--- config.mk ---
export PLATFORM = sky130hd
export DESIGN_NAME = pkt_data_port
export DESIGN_NICKNAME = d
export VERILOG_FILES = /design/src/rtl/pd_pkg.sv /design/src/rtl/pd_ptr_reg.sv /design/src/rtl/pd_fetch.sv /design/src/rtl/pd_lane.sv /design/src/rtl/pkt_data_port.sv
export SDC_FILE = /design/constraint.sdc
export NUM_CORES = 1
export LEC_CHECK = 0
export BUFFER_PORTS_ARGS = -buffer_cell sky130_fd_sc_hd__buf_2
export CORE_ASPECT_RATIO = 1.25
export CORE_UTILIZATION = 25
export CTS_CLUSTER_DIAMETER = 50
export CTS_CLUSTER_SIZE = 10
export DETAILED_ROUTE_END_ITERATION = 8
export GPL_ROUTABILITY_DRIVEN = 0
export PLACE_DENSITY_LB_ADDON = 0.1
export SYNTH_ARGS = -nofsm -noshare
export SYNTH_HDL_FRONTEND = slang
export SYNTH_SLANG_ARGS = --single-unit
export TNS_END_PERCENT = 50
--- constraint.sdc ---
create_clock -name clk -period 3.1 [get_ports clk]
set_input_delay 0.465 -clock clk [delete_from_list [all_inputs] [get_ports clk]]
set_output_delay 0.465 -clock clk [all_outputs]
set_load 0.005 [all_outputs]
--- src/rtl/pd_pkg.sv ---
package pd_pkg;
   typedef enum logic [1:0] {
      SZ_BYTE = 2'd0,
      SZ_HALF = 2'd1,
      SZ_WORD = 2'd2,
      SZ_WIDE = 2'd3
   } acc_size_e;

   typedef enum logic [1:0] {
      FS_EMPTY = 2'd0,
      FS_REQ   = 2'd1,
      FS_WAIT  = 2'd2,
      FS_FULL  = 2'd3
   } fetch_st_e;

   localparam int PTR_W     = 16;
   localparam int BIT_AREA  = 15;
   localparam int BIT_AINC  = 14;
   localparam int BIT_READ  = 13;
   localparam int LANES     = 4;
   localparam int WORD_W    = 8 * LANES;

   function automatic logic [2:0] size_step(input acc_size_e sz);
      case (sz)
         SZ_BYTE: return 3'd1;
         SZ_HALF: return 3'd2;
         default: return 3'd4;
      endcase
   endfunction
endpackage

--- src/rtl/pd_ptr_reg.sv ---
module pd_ptr_reg #(
   parameter int OFS_W = 11
) (
   input  logic                     clk,
   input  logic                     rst_n,
   input  logic                     ld,
   input  logic [pd_pkg::PTR_W-1:0] ld_val,
   input  logic                     adv,
   input  pd_pkg::acc_size_e        adv_size,
   output logic [pd_pkg::PTR_W-1:0] ptr_q,
   output logic                     area_rx,
   output logic                     ainc,
   output logic                     rd_mode,
   output logic [OFS_W-1:0]         ofs,
   output logic                     crosses
);
   import pd_pkg::*;

   logic [2:0]       step;
   logic [3:0]       lane_sum;
   logic [OFS_W-1:0] ofs_nxt;

   assign area_rx  = ptr_q[BIT_AREA];
   assign ainc     = ptr_q[BIT_AINC];
   assign rd_mode  = ptr_q[BIT_READ];
   assign ofs      = ptr_q[OFS_W-1:0];
   assign step     = size_step(adv_size);
   assign lane_sum = {2'b00, ofs[1:0]} + {1'b0, step};
   assign crosses  = ainc & lane_sum[2];
   assign ofs_nxt  = ofs + OFS_W'(step);

   always_ff @(posedge clk or negedge rst_n) begin
      if (!rst_n) begin
         ptr_q <= '0;
      end else if (ld) begin
         ptr_q <= ld_val;
      end else if (adv && ainc) begin
         ptr_q[OFS_W-1:0] <= ofs_nxt;
      end
   end
endmodule

--- src/rtl/pd_fetch.sv ---
module pd_fetch #(
   parameter int WORD_W = 32
) (
   input  logic              clk,
   input  logic              rst_n,
   input  logic              ld,
   input  logic              ld_read,
   input  logic              refetch,
   input  logic [WORD_W-1:0] ram_rdata,
   output logic              fetch_req,
   output logic              hold_full,
   output logic [WORD_W-1:0] hold_q
);
   import pd_pkg::*;

   fetch_st_e st_q;

   assign fetch_req = (st_q == FS_REQ);
   assign hold_full = (st_q == FS_FULL);

   always_ff @(posedge clk or negedge rst_n) begin
      if (!rst_n) begin
         st_q   <= FS_EMPTY;
         hold_q <= '0;
      end else if (ld) begin
         st_q <= ld_read ? FS_REQ : FS_EMPTY;
      end else begin
         unique case (st_q)
            FS_REQ:  st_q <= FS_WAIT;
            FS_WAIT: begin
               st_q   <= FS_FULL;
               hold_q <= ram_rdata;
            end
            FS_FULL: if (refetch) st_q <= FS_REQ;
            default: st_q <= FS_EMPTY;
         endcase
      end
   end
endmodule

--- src/rtl/pd_lane.sv ---
module pd_lane #(
   parameter int LANES = 4
) (
   input  pd_pkg::acc_size_e     sz,
   input  logic [1:0]            lane_ofs,
   input  logic [8*LANES-1:0]    host_wdata,
   input  logic [8*LANES-1:0]    hold_word,
   output logic [LANES-1:0]      be,
   output logic [8*LANES-1:0]    lane_wdata,
   output logic [8*LANES-1:0]    host_rdata
);
   import pd_pkg::*;

   if (LANES != 4) begin : g_bad_lanes
      $error("pd_lane supports exactly four byte lanes");
   end

   for (genvar i = 0; i < LANES; i++) begin : g_lane
      assign be[i] = (sz == SZ_BYTE) ? (lane_ofs == 2'(i)) :
                     (sz == SZ_HALF) ? (lane_ofs[1] == 1'(i / 2)) : 1'b1;
      assign lane_wdata[8*i +: 8] =
                     (sz == SZ_BYTE) ? host_wdata[7:0] :
                     (sz == SZ_HALF) ? host_wdata[8*(i % 2) +: 8] :
                                       host_wdata[8*i +: 8];
   end

   always_comb begin
      host_rdata = '0;
      unique case (sz)
         SZ_BYTE: host_rdata[7:0]  = hold_word[8*lane_ofs +: 8];
         SZ_HALF: host_rdata[15:0] = hold_word[16*lane_ofs[1] +: 16];
         default: host_rdata       = hold_word;
      endcase
   end
endmodule

--- src/rtl/pkt_data_port.sv ---
module pkt_data_port #(
   parameter int PKT_W = 4,
   parameter int OFS_W = 11,
   localparam int AW   = PKT_W + OFS_W - 2
) (
   input  logic             clk,
   input  logic             rst_n,
   input  logic             ptr_wr,
   input  logic [15:0]      ptr_wdata,
   output logic [15:0]      ptr_rdata,
   input  logic             dat_req,
   input  logic [1:0]       dat_size,
   input  logic [31:0]      dat_wdata,
   output logic             dat_ready,
   output logic             dat_valid,
   output logic [31:0]      dat_rdata,
   input  logic [PKT_W-1:0] rx_head_pkt,
   input  logic [PKT_W-1:0] tx_pkt,
   output logic             ram_en,
   output logic             ram_we,
   output logic [AW-1:0]    ram_addr,
   output logic [3:0]       ram_be,
   output logic [31:0]      ram_wdata,
   input  logic [31:0]      ram_rdata
);
   import pd_pkg::*;

   if (OFS_W < 3 || OFS_W > 13) begin : g_bad_ofs
      $error("OFS_W must lie between 3 and 13");
   end
   if (PKT_W < 1 || PKT_W > 8) begin : g_bad_pkt
      $error("PKT_W must lie between 1 and 8");
   end

   acc_size_e        sz;
   logic             area_rx, ainc, rd_mode, crosses;
   logic [OFS_W-1:0] ofs;
   logic             fetch_req, hold_full;
   logic [31:0]      hold_word, rd_lanes;
   logic             rd_take, wr_take;
   logic [PKT_W-1:0] pkt_sel;

   assign sz      = acc_size_e'(dat_size);
   assign rd_take = dat_req & ~ptr_wr & rd_mode & hold_full;
   assign wr_take = dat_req & ~ptr_wr & ~rd_mode;
   assign pkt_sel = area_rx ? rx_head_pkt : tx_pkt;

   pd_ptr_reg #(.OFS_W(OFS_W)) u_ptr (
      .clk      (clk),
      .rst_n    (rst_n),
      .ld       (ptr_wr),
      .ld_val   (ptr_wdata),
      .adv      (rd_take | wr_take),
      .adv_size (sz),
      .ptr_q    (ptr_rdata),
      .area_rx  (area_rx),
      .ainc     (ainc),
      .rd_mode  (rd_mode),
      .ofs      (ofs),
      .crosses  (crosses)
   );

   pd_fetch #(.WORD_W(WORD_W)) u_fetch (
      .clk       (clk),
      .rst_n     (rst_n),
      .ld        (ptr_wr),
      .ld_read   (ptr_wdata[BIT_READ]),
      .refetch   (rd_take & crosses),
      .ram_rdata (ram_rdata),
      .fetch_req (fetch_req),
      .hold_full (hold_full),
      .hold_q    (hold_word)
   );

   pd_lane #(.LANES(LANES)) u_lane (
      .sz         (sz),
      .lane_ofs   (ofs[1:0]),
      .host_wdata (dat_wdata),
      .hold_word  (hold_word),
      .be         (ram_be),
      .lane_wdata (ram_wdata),
      .host_rdata (rd_lanes)
   );

   assign ram_en    = fetch_req | wr_take;
   assign ram_we    = wr_take;
   assign ram_addr  = {pkt_sel, ofs[OFS_W-1:2]};
   assign dat_ready = ~rd_mode | hold_full;

   always_ff @(posedge clk or negedge rst_n) begin
      if (!rst_n) begin
         dat_valid <= 1'b0;
         dat_rdata <= '0;
      end else begin
         dat_valid <= rd_take;
         if (rd_take) dat_rdata <= rd_lanes;
      end
   end
endmodule

==> summary.md, run 1 <==
| Metric | Value |
|---|---|
| Syn_nets | `557` |
| Synth Area per Inst | `9.73 um^2` |
| Max-slew violations | `0` |
| Unrepaired setup endpoints after global routing | `false` |
| Top Ports | `195` |
| GRT overflow | `0` |
| First drt pass iteration count | `4` |
| Critical Path Start Type | `register` |
| Register area share after synthesis | `46.7%` |
| Area occupied by multi-input gates | `2060 um^2` |
| Via/cell ratio | `4.56` |
| Final nets | `723` |
| Worst-Margin Slew | `0.957 ns` |
| Asr flop ratio synth | `100%` |
| TritonCTS Buffers | `9` |
| Yosys warning count | `0` |
| Gate count after technology mapping | `457` |
| Hold buffers post-CTS | `0` |
| Clk root buf | `clkbuf_16` |
| Mapped cell area | `4450 um^2` |
| Worst hold slack | `0.199 ns` |
| Setup Crit Path Kind | `register to output pin` |
| Crit path required time | `2.63 ns` |
| Die area | `18,300 um^2` |
| Port Buffers | `194` |
| Layout cells sized above 1 | `43.2%` |
| Status | `completed` |
| # DRC | `0` |
| Largest net degree at the start of global routing | `66` |
| Die height | `151 um` |
| Critical path arrival | `1.98 ns` |
| CTS tree | `built` |
| Core Footprint | `17,400 um^2` |
| CP endpoint kind | `output pin` |
| Vias in the first global route | `3,937` |
| Worst Hold Class | `input port to async pin` |
| Cell Chain, Critical Path | `nor2b_1 -> o21bai_1 -> buf_2` |
| Clk slew on worst S/H paths | `0.06 ns` |
| CTS HTree Levels | `3` |
| Setup repair bufs after CTS | `0` |
| Max rail drop VDD | `0.316 mV` |
| DP HPWL | `9870 um` |
| Max Cap Viol | `0` |
| EDFF count, synth | `0` |
| Placed Cells incl. Taps | `836` |
| Fill cells | `1,910` |
| Post-layout min period | `2.45 ns` |
| Total track usage | `15.2%` |
| Area delta synth->final | `30.6%` |
| Routed length per placed instance | `15.9 um` |
| Clock sink count | `83` |
| Initial DRC count | `129` |
| Distinct cell type count after synthesis | `46` |
| Sum Neg Setup Slack | `0 ns` |
| Drt total wl | `13,500 um` |
| Final worst path period share | `78.9%` |
| Static leakage | `2.89 nW` |
| Starting Density | `25.5%` |
| Die width | `121 um` |
| Max Fclk | `0.409 GHz` |
| Global-route wire length before repair | `21,300 um` |
| Post-Layout Cell Count | `852` |
| Inserted Diodes | `0` |
| Antenna violations before repair | `1` |
| Crit path max-delay cell type | `o21bai_1` |
| Site Rows | `54` |
| Final Hold Viols | `0` |
| Ys flop type | `dfrtp_1` |
| Clock latency on the worst-skew pair | `0.34 ns` |
| Clk buf depth | `2` |
| Worst slew margin | `36.1%` |
| Setup violators final | `0` |
| Post-cts sizing count | `0` |
| Reg area | `2080 um^2` |
| Layout Skew | `0.00602 ns` |
| Number of synthesized register bits | `83` |
| Slowest stage delay, CP | `0.76 ns` |
| Pwr Density | `650 nW/um^2` |
| Via count | `3,882` |
| Final ANT Viol Nets | `0` |
| Crit Path Max Fanout | `9` |
## flip-flops by register name (all words and copies together) (netlist names)
signal	count
dat_rdata	32
dat_valid	1
u_fetch.hold_q	32
u_fetch.st_q	2
u_ptr.ptr_q	16
## per-layer routing
metal / global-route usage [%] / wire length [um]
met4: 4.94 / 156
met1: 18.6 / 5720
met3: 3.24 / 667
met5: 0 / 13
met2: 26.4 / 6970
## stage by stage
step | instance area, um^2 | utilization, % | worst slack (ns) | total power [mW]
finish | 5810 | 33.3 | 0.653 | 3.78
global route | 5810 | 33.3 | 0.500 | 4.06
floorplan | 4450 | - | 0.403 | 2.28
CTS | 5810 | 33.3 | 0.555 | 3.85
global placement | 5510 | 31.6 | 0.476 | 2.71
detailed placement | 5510 | 31.6 | 0.400 | 2.74
## final cells by class
class	count	share of cell area [%]
Inverter	11	0.711
Multi-Input combinational cell	314	35.5
Tap cell	224	4.83
Timing Repair Buffer	204	18.1
Clock inverter	5	1.08
Clock buffer	11	4.01
Sequential cell	83	35.8
## critical path, delay by kind of cell, from the launching register on
| family | cells | cell delay, ns |
|---|---|---|
| AO/OA/AOI/OAI | 1 | 0.76 |
| flip-flops | 1 | 0.45 |
| buffers and inverters | 1 | 0.26 |
| AND/OR/NAND/NOR | 1 | 0.18 |
## cells by family after synthesis
logic type	Yosys count	synth area share, %
xor gates and xnor gates	2	0.394
buffers and inverters	60	7.04
adders and majority gates	6	1.69
AOI/OAI and AO/OA	90	12.4
DFF	83	46.7
muxes	67	16.4
and+or+nand+nor	149	15.3
## cell usage after synthesis (2+ instances only)
cell type | n | share of area [%]
inv_1 | 10 | 0.84
buf_1 | 6 | 0.51
a211oi_1 | 2 | 0.34
a21oi_1 | 9 | 1.0
nand3_1 | 2 | 0.23
buf_4 | 20 | 3.4
mux2_2 | 48 | 12
mux2i_1 | 19 | 4.3
nand3b_1 | 2 | 0.34
nor3_1 | 3 | 0.34
a21boi_0 | 2 | 0.34
or2_2 | 2 | 0.28
a221oi_1 | 9 | 1.8
nor4_1 | 2 | 0.28
xnor2_1 | 2 | 0.39
clkbuf_1 | 18 | 1.5
nor2_1 | 16 | 1.4
nor4b_1 | 2 | 0.39
o21bai_1 | 4 | 0.68
buf_2 | 4 | 0.45
nand2b_1 | 4 | 0.56
and3_1 | 10 | 1.4
a31oi_1 | 4 | 0.56
or3_1 | 3 | 0.42
or4_1 | 2 | 0.34
nor2b_1 | 4 | 0.56
o31ai_1 | 4 | 0.68
o31a_1 | 3 | 0.59
o21ai_0 | 47 | 5.3
nand2_1 | 90 | 7.6
dfrtp_1 | 83 | 47
nand4b_1 | 2 | 0.39
ha_1 | 6 | 1.7
## where the power goes
group	leakage [nW]	internal [mW]	switching [mW]	total [mW]
Clock	0.136	0.630	0.453	1.08
Sequential	1.05	1.42	0.260	1.68
Combinational	1.70	0.556	0.455	1.01
Total	2.89	2.61	1.17	3.78
## worst paths after layout
kind,start,endpoint,slack (ns),cells after the start
setup / recovery,u_ptr.ptr_q[0]$_DFFE_PN0P_,ram_be[0],0.65,3
hold / removal,rst_n,u_ptr.ptr_q[12]$_DFFE_PN0P_,0.20,1
setup reg to reg,u_ptr.ptr_q[1]$_DFFE_PN0P_,u_ptr.ptr_q[8]$_DFFE_PN0P_,0.96,6
hold reg to reg,dat_rdata[22]$_DFFE_PN0P_,dat_rdata[22]$_DFFE_PN0P_,0.48,2
max in group asynchronous,rst_n,u_fetch.hold_q[27]$_DFFE_PN0P_,2.17,2
min in group clk,ptr_wdata[2],u_ptr.ptr_q[2]$_DFFE_PN0P_,0.33,3
## cell usage in the layout (no fill, tap or decap), types with 6 or more instances in the layout
cell | netlist | routed
buf_2 | 4 | 193
nand2_1 | 90 | 90
dfrtp_1 | 83 | 83
mux2_2 | 48 | 48
o21ai_0 | 47 | 47
mux2i_1 | 19 | 19
nor2_1 | 16 | 16
buf_4 | 20 | 11
inv_1 | 10 | 10
and3_1 | 10 | 10
a21oi_1 | 9 | 9
a221oi_1 | 9 | 9
clkbuf_16 | 0 | 9
ha_1 | 6 | 6
Power figures use the tool's default switching activity.
==> run 2: changes to the inputs <==
==> constraint.sdc (replaced) <==
create_clock -name clk -period 2.1 [get_ports clk]
set_input_delay 0.315 -clock clk [delete_from_list [all_inputs] [get_ports clk]]
set_output_delay 0.315 -clock clk [all_outputs]
set_load 0.005 [all_outputs]
==> summary.md, run 2 (synthesized netlist as in run 1, its figures left out) <==
| Metric | Value |
|---|---|
| Total track usage | `15.5% (+0.29 points)` |
| Largest net degree at the start of global routing | `66 (unchanged)` |
| Layout cells sized above 1 | `45.0% (+1.8 points)` |
| Final ANT Viol Nets | `0 (unchanged)` |
| Worst slew margin | `67.9% (+32 points)` |
| DP HPWL | `10,300 um (+4.0%)` |
| Die width | `121 um (unchanged)` |
| Crit path max-delay cell type | `or4_1` |
| Max Cap Viol | `0 (unchanged)` |
| R2R setup slack | `0.14 ns (-0.82 ns)` |
| Vias in the first global route | `3,915 (-0.56%)` |
| Static leakage | `2.98 nW (+3.2%)` |
| Crit Path Max Fanout | `6 (-3)` |
| Commonest cells after routing, fill and taps aside | `193 x buf_2, 90 x nand2_1, 83 x dfrtp_1` |
| Layout Skew | `0.00936 ns (+0.00334 ns)` |
| Max rail drop VDD | `0.535 mV (+69%)` |
| Die height | `151 um (unchanged)` |
| Inserted Diodes | `0 (unchanged)` |
| Slowest stage delay, CP | `0.51 ns (-0.25 ns)` |
| Clock latency on the worst-skew pair | `0.34 ns (about the same)` |
| Clock sink count | `83 (unchanged)` |
| Cell class contributing the biggest share of worst-path delay | `simple AND/OR/NAND/NOR gates` |
| # DRC | `0 (unchanged)` |
| CTS HTree Levels | `3 (unchanged)` |
| Commonest non-fill, non-tap cell in the layout | `buf_2` |
| Sum Neg Setup Slack | `0 ns (unchanged)` |
| Global-route wire length before repair | `21,300 um (about the same)` |
| Unrepaired setup endpoints after global routing | `false` |
| Crit path buffers/inverters | `0 (-1)` |
| Die area | `18,300 um^2 (unchanged)` |
| Critical Path Start Type | `register` |
| Worst hold slack | `0.178 ns (-0.0210 ns)` |
| Area delta synth->final | `35.2%` |
| Worst Hold Class | `input port to register` |
| Top Ports | `195 (unchanged)` |
| Routed length per placed instance | `16.5 um (+4.1%)` |
| Final worst path period share | `93.2%` |
| CP endpoint kind | `register` |
| Final Hold Viols | `0 (unchanged)` |
| Starting Density | `25.5% (unchanged)` |
| Setup Crit Path Kind | `register to register` |
| Top Registers | `dat_rdata (32), u_fetch.hold_q (32), u_ptr.ptr_q (16)` |
| Clk root buf | `clkbuf_16` |
| Status | `completed` |
| Cell Chain, Critical Path | `ha_1 -> nand4b_1 -> and2_4 -> or4_1 -> a31oi_1` |
| Port Buffers | `194 (unchanged)` |
| Worst-Margin Slew | `0.482 ns (-0.475 ns)` |
| Via/cell ratio | `4.58 (+0.60%)` |
| Final core occ | `34.5% (+1.2 points)` |
| Max-slew violations | `0 (unchanged)` |
| Core Footprint | `17,400 um^2 (unchanged)` |
| Initial DRC count | `153 (+19%)` |
| Max Fclk | `0.511 GHz` |
| Antenna violations before repair | `1 (unchanged)` |
| CTS tree | `built` |
| Site Rows | `54 (unchanged)` |
| Clk slew on worst S/H paths | `0.07 ns (about the same)` |
| Via count | `3,942 (+1.5%)` |
| Setup violators final | `0 (unchanged)` |
| TritonCTS Buffers | `9 (unchanged)` |
| Critical path arrival | `2.22 ns (+0.24 ns)` |
| Final nets | `731 (+1.1%)` |
| Drt total wl | `14,200 um (+5.1%)` |
| GRT overflow | `0 (unchanged)` |
| Post-layout min period | `1.96 ns` |
| Pwr Density | `973 nW/um^2 (+50%)` |
| First drt pass iteration count | `4 (unchanged)` |
| Crit path required time | `2.36 ns (-0.27 ns)` |
| Clk buf depth | `2 (unchanged)` |
run 2: where the power goes:
group | switching (mW) | internal, mW | total (mW)
registers | 0.374 | 2.10 | 2.47
clock network | 0.700 | 1.09 | 1.79
logic | 0.726 | 0.858 | 1.58
total | 1.80 | 4.05 | 5.85
run 2: final cells by class:
class,instances,area [um^2]
multi-input cells,314,2100
flip-flops and latches,83,2080
clock buffers,10,239
repair buffers,212,1160
inverters,11,53.8
fillers,1849,11400
clock inverters,6,96.3
well taps,224,280
run 2: per-stage QoR:
| step | worst slack [ns] | power [mW] | area, um^2 | std cells |
|---|---|---|---|---|
| after CTS | 0.0706 | 5.96 | 6000 | 859 |
| final | 0.143 | 5.85 | 6010 | 860 |
| after floorplan | -0.0599 | 3.39 | 4520 | 457 |
| after detailed placement | -0.0467 | 4.11 | 5650 | 842 |
| after global placement | 0.0537 | 4.08 | 5650 | 842 |
| after global routing | 0.0634 | 6.24 | 6010 | 860 |
run 2: final timing paths:
check	startpoint	to	cells after the start
min in group asynchronous	rst_n	u_ptr.ptr_q[11]$_DFFE_PN0P_	2
setup reg to reg	u_ptr.ptr_q[2]$_DFFE_PN0P_	u_ptr.ptr_q[8]$_DFFE_PN0P_	5
hold / removal	ptr_wdata[2]	u_ptr.ptr_q[2]$_DFFE_PN0P_	3
hold reg to reg	dat_rdata[20]$_DFFE_PN0P_	dat_rdata[20]$_DFFE_PN0P_	2
setup / recovery	u_ptr.ptr_q[2]$_DFFE_PN0P_	u_ptr.ptr_q[8]$_DFFE_PN0P_	5
max in group asynchronous	rst_n	dat_rdata[8]$_DFFE_PN0P_	3
run 2: tightest hold or removal path, stage by stage:
cell and delay, ns:
buf_2 0.08, nand2_1 0.04, o21ai_0 0.05
run 2: per-layer routing:
layer | track usage, % | wire length, um | up-vias | share of wire (%)
li1 | - | - | 1923 | -
met1 | 18.4 | 5990 | 1913 | 42
met2 | 26.9 | 7320 | 88 | 52
met3 | 3.54 | 627 | 16 | 4.4
met4 | 5.93 | 252 | 2 | 1.8
met5 | 0 | 16 | - | 0.11
run 2: repair_timing:
item	in CTS	in global routing
hold buffers	1	0
pin swaps	0	1
setup endpoints to repair	1	4
resized for setup	1	0
hold endpoints to repair	30	0
buffers inserted	0	1
